==> src/rtl/bp_pkg.sv <==
package bp_pkg;

    // One write command for both tables, produced by the update decision logic.
    typedef struct packed {
        logic dir_we;
        logic dir_val;
        logic conf_we;
        logic conf_val;
    } bp_wr_t;

    localparam logic CONF_WEAK   = 1'b0;
    localparam logic CONF_STRONG = 1'b1;

endpackage

==> src/rtl/bp_bit_table.sv <==
module bp_bit_table #(
    parameter int   IDX_W = 6,
    parameter logic INIT  = 1'b0
) (
    input  logic                  clk,
    input  logic                  rst_n,
    input  logic                  wr_en,
    input  logic [IDX_W-1:0]      wr_idx,
    input  logic                  wr_val,
    output logic [(1<<IDX_W)-1:0] bits_q
);
    localparam int ENTRIES = 1 << IDX_W;

    logic [ENTRIES-1:0] bits_d;

    always_comb begin
        bits_d = bits_q;
        if (wr_en) begin
            bits_d[wr_idx] = wr_val;
        end
    end

    always_ff @(posedge clk) begin
        if (!rst_n) begin
            bits_q <= {ENTRIES{INIT}};
        end else begin
            bits_q <= bits_d;
        end
    end

endmodule

==> src/rtl/bp_update_logic.sv <==
module bp_update_logic
    import bp_pkg::*;
(
    input  logic   upd_valid,
    input  logic   upd_taken,
    input  logic   cur_dir,
    input  logic   cur_conf,
    output bp_wr_t wr_cmd
);
    always_comb begin
        wr_cmd = '0;
        if (upd_valid) begin
            if (cur_dir == upd_taken) begin
                // correct: group becomes strong
                wr_cmd.conf_we  = 1'b1;
                wr_cmd.conf_val = CONF_STRONG;
            end else if (cur_conf == CONF_STRONG) begin
                // wrong while strong: weaken only
                wr_cmd.conf_we  = 1'b1;
                wr_cmd.conf_val = CONF_WEAK;
            end else begin
                // wrong while weak: adopt outcome
                wr_cmd.dir_we  = 1'b1;
                wr_cmd.dir_val = upd_taken;
            end
        end
    end

endmodule

==> src/rtl/branch_dir_predictor.sv <==
module branch_dir_predictor
    import bp_pkg::*;
#(
    parameter int ADDR_W     = 32,
    parameter int DIR_IDX_W  = 6,
    parameter int GROUP_LOG2 = 2
) (
    input  logic              clk,
    input  logic              rst_n,
    input  logic [ADDR_W-1:0] pred_addr,
    output logic              pred_taken,
    input  logic              upd_valid,
    input  logic [ADDR_W-1:0] upd_addr,
    input  logic              upd_taken
);
    localparam int CONF_IDX_W  = DIR_IDX_W - GROUP_LOG2;
    localparam int DIR_ENTRIES = 1 << DIR_IDX_W;
    localparam int CONF_GROUPS = 1 << CONF_IDX_W;

    logic [DIR_IDX_W-1:0]   pred_didx;
    logic [DIR_IDX_W-1:0]   upd_didx;
    logic [CONF_IDX_W-1:0]  upd_cidx;
    logic [DIR_ENTRIES-1:0] dir_bits;
    logic [CONF_GROUPS-1:0] conf_bits;
    logic                   upd_dir;
    logic                   upd_conf;
    bp_wr_t                 wr_cmd;
    logic                   unused_hi_bits;

    assign pred_didx = pred_addr[DIR_IDX_W-1:0];
    assign upd_didx  = upd_addr[DIR_IDX_W-1:0];
    assign upd_cidx  = upd_didx[DIR_IDX_W-1:GROUP_LOG2];
    assign unused_hi_bits = ^{pred_addr[ADDR_W-1:DIR_IDX_W], upd_addr[ADDR_W-1:DIR_IDX_W]};

    // Reads come from registered state: a same-cycle update is not forwarded.
    assign pred_taken = dir_bits[pred_didx];
    assign upd_dir    = dir_bits[upd_didx];
    assign upd_conf   = conf_bits[upd_cidx];

    bp_update_logic u_decide (
        .upd_valid (upd_valid),
        .upd_taken (upd_taken),
        .cur_dir   (upd_dir),
        .cur_conf  (upd_conf),
        .wr_cmd    (wr_cmd)
    );

    bp_bit_table #(.IDX_W(DIR_IDX_W), .INIT(1'b0)) u_dir_tbl (
        .clk    (clk),
        .rst_n  (rst_n),
        .wr_en  (wr_cmd.dir_we),
        .wr_idx (upd_didx),
        .wr_val (wr_cmd.dir_val),
        .bits_q (dir_bits)
    );

    bp_bit_table #(.IDX_W(CONF_IDX_W), .INIT(CONF_WEAK)) u_conf_tbl (
        .clk    (clk),
        .rst_n  (rst_n),
        .wr_en  (wr_cmd.conf_we),
        .wr_idx (upd_cidx),
        .wr_val (wr_cmd.conf_val),
        .bits_q (conf_bits)
    );


    conf_strong_on_hit_chk: assert property (@(posedge clk) disable iff (!rst_n)
        (upd_valid && (upd_dir == upd_taken)) |=> conf_bits[$past(upd_cidx)]);


    weaken_on_strong_miss_chk: assert property (@(posedge clk) disable iff (!rst_n)
        (upd_valid && (upd_dir != upd_taken) && upd_conf)
        |=> (!conf_bits[$past(upd_cidx)] && (dir_bits[$past(upd_didx)] == $past(upd_dir))));


    flip_on_weak_miss_chk: assert property (@(posedge clk) disable iff (!rst_n)
        (upd_valid && (upd_dir != upd_taken) && !upd_conf)
        |=> ((dir_bits[$past(upd_didx)] == $past(upd_taken)) && !conf_bits[$past(upd_cidx)]));


    hold_when_idle_chk: assert property (@(posedge clk) disable iff (!rst_n)
        !upd_valid |=> ($stable(dir_bits) && $stable(conf_bits)));

endmodule

==> config.mk <==
export PLATFORM = sky130hd
export DESIGN_NAME = branch_dir_predictor
export DESIGN_NICKNAME = d
export VERILOG_FILES = /design/src/rtl/bp_pkg.sv /design/src/rtl/bp_bit_table.sv /design/src/rtl/bp_update_logic.sv /design/src/rtl/branch_dir_predictor.sv
export SDC_FILE = /design/constraint.sdc
export NUM_CORES = 1
export LEC_CHECK = 0
export BUFFER_PORTS_ARGS = -buffer_cell sky130_fd_sc_hd__buf_4
export CAP_MARGIN = 20
export CELL_PAD_IN_SITES_DETAIL_PLACEMENT = 2
export CELL_PAD_IN_SITES_GLOBAL_PLACEMENT = 2
export CORE_ASPECT_RATIO = 0.75
export CORE_MARGIN = 3
export CORE_UTILIZATION = 25
export CTS_CLUSTER_DIAMETER = 30
export DETAILED_ROUTE_END_ITERATION = 8
export GPL_TIMING_DRIVEN = 0
export HOLD_SLACK_MARGIN = 0.12
export PLACE_DENSITY = 0.71
export SYNTH_ARGS = -nofsm -noshare
export SYNTH_HDL_FRONTEND = slang
export SYNTH_SLANG_ARGS = --single-unit
==> constraint.sdc <==
create_clock -name clk -period 3.3 [get_ports clk]
set_input_delay 0.495 -clock clk [delete_from_list [all_inputs] [get_ports clk]]
set_output_delay 0.495 -clock clk [all_outputs]
set_load 0.02 [all_outputs]
# [Yosys cells after proc, flatten, opt, wreduce, memory -nomap -nowiden]
# Cells that the tools add are included.
[word_totals] reg_bits=80 latch_bits=0 ram_bits=0 rom_bits=0 inputBits=68 output_inout_bits=1 elab_cells=27 mem_count=0
[classes] addsub=0 n_mul=0 div_mod_pow=0 order_cmp=5 n_eq_ne=1 shift=0 n_mux=17 bitwise_logic=0 n_reduce_logical=2
[op_table] operator="$bwmux W64" n=1
[op_table] operator="$bwmux W16" n=1
[op_table] operator="$lt A6 B7 Y1 const B" n=2
[op_table] operator="$bmux W1 S6" n=2
[op_table] operator="$mux W2" n=4
[op_table] operator="$demux W1 S6" n=1
[op_table] operator="$ge A6 B1 Y1 const B" n=1
[op_table] operator="$lt A4 B5 Y1 const B" n=1
[op_table] operator="$mux W1" n=5
[op_table] operator="$bmux W1 S4" n=1
[op_table] operator="$demux W1 S4" n=1
[op_table] operator="$ge A4 B1 Y1 const B" n=1
[op_table] operator="$mux W4" n=1
[op_table] operator="$logic_and A1 B1 Y1" n=2
[op_table] operator="$eq A1 B1 Y1" n=1

# [Logic depth before layout (Yosys ltp)]
[logic_depth] word_depth=6 depth_mapped=12 mapped_depth_nobuf=7

# [By module]
# From an unflattened synthesis, not the netlist that was laid out.
[unflattened] hier_cells=461 hier_area_um2=4785.8
[modules_own_cells] module="bp_bit_table at u_dir_tbl" instances=1 cells_each=302 area_per_inst_um2=2747.6 seq_area_each_um2=1281.2
[modules_own_cells] module="branch_dir_predictor" instances=1 cells_each=88 area_per_inst_um2=1291.2 seq_area_each_um2=0.0
[modules_own_cells] module="bp_bit_table at u_conf_tbl" instances=1 cells_each=66 area_per_inst_um2=703.2 seq_area_each_um2=320.3
[modules_own_cells] module="bp_update_logic" instances=1 cells_each=5 area_per_inst_um2=43.8 seq_area_each_um2=0.0

# [Least setup slack after synthesis]
# OpenSTA, ideal clock, no wires.
[synth_path] path_type="input to output" start="input pred_addr[0]" end="output pred_taken" t_arrival_ns=2.976 required_time_ns=2.805 path_slack_ns=-0.171 cell_stages=5 path_buffers=2 cell_sequence="clkbuf_1 > buf_1 > mux4_2 > mux4_2 > mux4_2"
[synth_between] elab_chain_cells=2
[synth_lines] element="start, declared" line_no="branch_dir_predictor.sv:10" source="input logic [ADDR_W-1:0] pred_addr,"
[synth_lines] element="$bmux W1 S6" line_no="branch_dir_predictor.sv:36" source="assign pred_taken = dir_bits[pred_didx];"
[synth_lines] element="$mux W1 (not written as such)" line_no="branch_dir_predictor.sv:36"
[synth_lines] element="end, declared" line_no="branch_dir_predictor.sv:11" source="output logic pred_taken,"
# No other way between the ends. The select of a mux whose other input is x is not followed.

# [Final worst setup path]
[layout_path] start="input pred_addr[1]" end="output pred_taken"
# The elaborated chain is that of the path after synthesis.

==> flow_summary_export.csv <==
group,metric,value,unit
run_status,status,"finished, final reports clean",
route,via_per_inst,5.70,
yosys,synth_top_family_by_area,"compound AO/OA/AOI/OAI gates",
timing,final.min_clock_period,3.28,ns
yosys,synth-main-ff-cell,"dfxtp_1",
yosys,synthTopCellsByArea,"dfxtp_1 (34%), mux4_2 (16%), a22oi_1 (7.9%), o31ai_1 (3.8%), inv_1 (2.9%)",
setup_path,critPathKind,"in2out",
grt,grt_usage,19.1,%
timing,max_slew_margin,16.2,%
route,ant_nets,0,
route,wl,19.9,mm
clocking,tritoncts,"yes",
grt,grt_first_pass_wirelength,30.4,mm
timing,max_freq,305,MHz
floorplanning,initial_utilization,25.7,%
yosys,synth_area_per_cell,9.41,um2
setup_path,critical_path_arrival,2.78,ns
floorplanning,core.rowCount,43,
yosys,synth_edf_count,0,
grt,antenna_found_initial,0,
clocking,cts_root_buf,"clkbuf_16",
timing,skew,0.0130,ns
timing,whs,0.493,ns
yosys,synth.distinct_cells,48,
yosys,yosys.area_share.simple,13.7,%
clocking,clkSlewWorstSetupHoldPaths,0.06,ns
yosys,synth_seq_cells,80,
route,drt_iter0_markers,392,
grt,grt_start_max_net_pins,14,
clocking,clk_latency,0.36,ns
yosys,ys_warn_count,0,
cells_and_area,n_antenna_cell,0,
setup_path,worst_ep_required_time,2.80,ns
timing,setup-violations-final,0,
yosys,syn_inst,508,
cells_and_area,fin_nets,604,
timing,slew_viol_final,0,
yosys,synthAdderAreaFrac,0,%
timing,fin_ws,0.0219,ns
yosys,synth-seq-area-share,33.5,%
power,max-vdd-ir-drop,0.000176,V
route,wire_per_inst,25.2,um
place,io_buffer_count,10,
floorplanning,dieWidth,166,um
power,pwr_density_cell,431,nW/um2
place,place_hpwl,14.4,mm
clocking,cts_sinks,80,
cells_and_area,syn_to_final_growth,15.6,%
setup_path,crit_path_end_kind,"primary output",
clocking,htreeDepth,3,
grt,grt-ovfl-total,0,
route,dr_total_vias,4492,
clocking,cts_buffer_depth,2,
timing,finalHoldViolations,0,
cells_and_area,drive_gt1_share,21.6,%
clocking,post_cts_buffers,0,
setup_path,critPathLaunchType,"input port",
yosys,synth_top_cell_by_area,"dfxtp_1",
timing,setup_tns,0,ns
floorplanning,pin_count,69,
route,drt_first_pass_iters,5,
timing,final.period_utilization,99.3,%
flow_run,drv_cap,0,
route,drcViolationCount,0,
power,leakage,1.81,nW
cells_and_area,fillers,2123,
timing,rsz0062_at_grt,"yes",
setup_path,critPathMaxFanout,10,
place,gp_congestion,0.856,
yosys,synthMuxAreaShare,19.5,%
yosys,async_reset_ff_share,0,%
clocking,cts_buffers,9,
yosys,synth_top_area_share,33.5,%
yosys,synth_xor_area_share,0.183,%
floorplanning,die_area,20800,um2
floorplanning,die_h,126,um
timing,tightest_slew,1.25,ns
yosys,synth_nets,576,
floorplanning,core_area,18600,um2
hold_path,hp-class,"reg2reg",
yosys,synth_area,4780,um2
yosys,synth_compound_area_share,26.4,%
grt,first_global_vias,4832,
place,place_ws,-0.625,ns
clocking,hold_buffers,0,
what timing repair did:
action | CTS | global route
gates resized for setup | 6 | 4
setup endpoints to repair | 1 | 25
pin swaps | 0 | 1
metrics by stage:
stage / instance area [um2] / cells / total power, mW / utilization (%)
floorplan: 4780 / 508 / 1.28 / -
global placement: 5160 / 765 / 1.40 / 27.7
detailed placement: 5200 / 770 / 1.42 / 27.9
CTS: 5490 / 786 / 2.39 / 29.5
global route: 5530 / 788 / 2.48 / 29.7
finish: 5530 / 788 / 2.38 / 29.7
cell usage in the layout (no fill, tap or decap), types with 10 or more instances in the layout:
| master | netlist | layout |
|---|---|---|
| buf_4 | 5 | 20 |
| inv_1 | 37 | 37 |
| clkbuf_1 | 12 | 11 |
| buf_2 | 11 | 13 |
| nand2_1 | 35 | 35 |
| o21ai_1 | 22 | 22 |
| o31ai_1 | 24 | 24 |
| a22oi_1 | 50 | 50 |
| nor2_1 | 36 | 35 |
| a21oi_1 | 24 | 24 |
| mux4_2 | 35 | 35 |
| nand3_1 | 10 | 10 |
| mux2i_1 | 10 | 10 |
| dfxtp_1 | 80 | 80 |
| o21ai_0 | 26 | 26 |
registers in the layout, summed over array words and instances (netlist names):
signal	cells
u_conf_tbl.bits_q	16
u_dir_tbl.bits_q	64
where the power goes:
group          switching (mW)  internal (mW)
registers              0.0389           1.00
clock network           0.438          0.528
logic                   0.240          0.133
path summary, 6_finish.rpt:
check	startpoint	end	slack [ns]	depth (start not counted)
worst min-delay path	u_dir_tbl.bits_q[18]	u_dir_tbl.bits_q[18]	0.49	2
worst max register to register	u_dir_tbl.bits_q[39]	u_dir_tbl.bits_q[55]	0.37	9
worst max-delay path	pred_addr[1]	pred_taken	0.02	6
worst min register to register	u_dir_tbl.bits_q[18]	u_dir_tbl.bits_q[18]	0.49	2
kinds of logic after synthesis:
| logic type | after synthesis |
|---|---|
| DFF | 80 |
| and+or+nand+nor | 119 |
| buffers and inverters | 72 |
| xor gates and xnor gates | 1 |
| muxes | 49 |
| AOI/OAI and AO/OA | 187 |
per-layer routing:
layer	track usage [%]	routed length, um	up-vias
li1	-	-	1997
met3	4.55	1070	24
met1	25.9	9100	2354
met5	0	0	-
met4	5.18	319	0
met2	30.7	9390	117
synth_stat cells, types with 6 or more instances:
cell and count:
a21oi_1 24, a22o_1 8, a22oi_1 50, a31o_2 8, buf_2 11, clkbuf_1 12, dfxtp_1 80, inv_1 37
mux2i_1 10, mux4_2 35, nand2_1 35, nand2b_1 6, nand3_1 10, nor2_1 36, o211ai_1 6, o21ai_0 26
o21ai_1 22, o31ai_1 24
layout make-up:
type / count / area (um2) / area share [%]
Sequential cell: 80 / 1600 / 29.0
Clock inverter: 5 / 32.5 / 0.589
Inverter: 37 / 139 / 2.51
Multi-Input combinational cell: 356 / 2870 / 51.9
Buffer: 35 / 196 / 3.56
Timing Repair Buffer: 17 / 135 / 2.45
Clock buffer: 11 / 243 / 4.39
Tap cell: 247 / 309 / 5.59
critical path, stage by stage:
cell    delay [ns]
buf_2         0.25
buf_2         0.40
mux4_2        0.38
mux4_2        0.57
mux4_2        0.50
buf_4         0.17
Power figures use the tool's default switching activity.
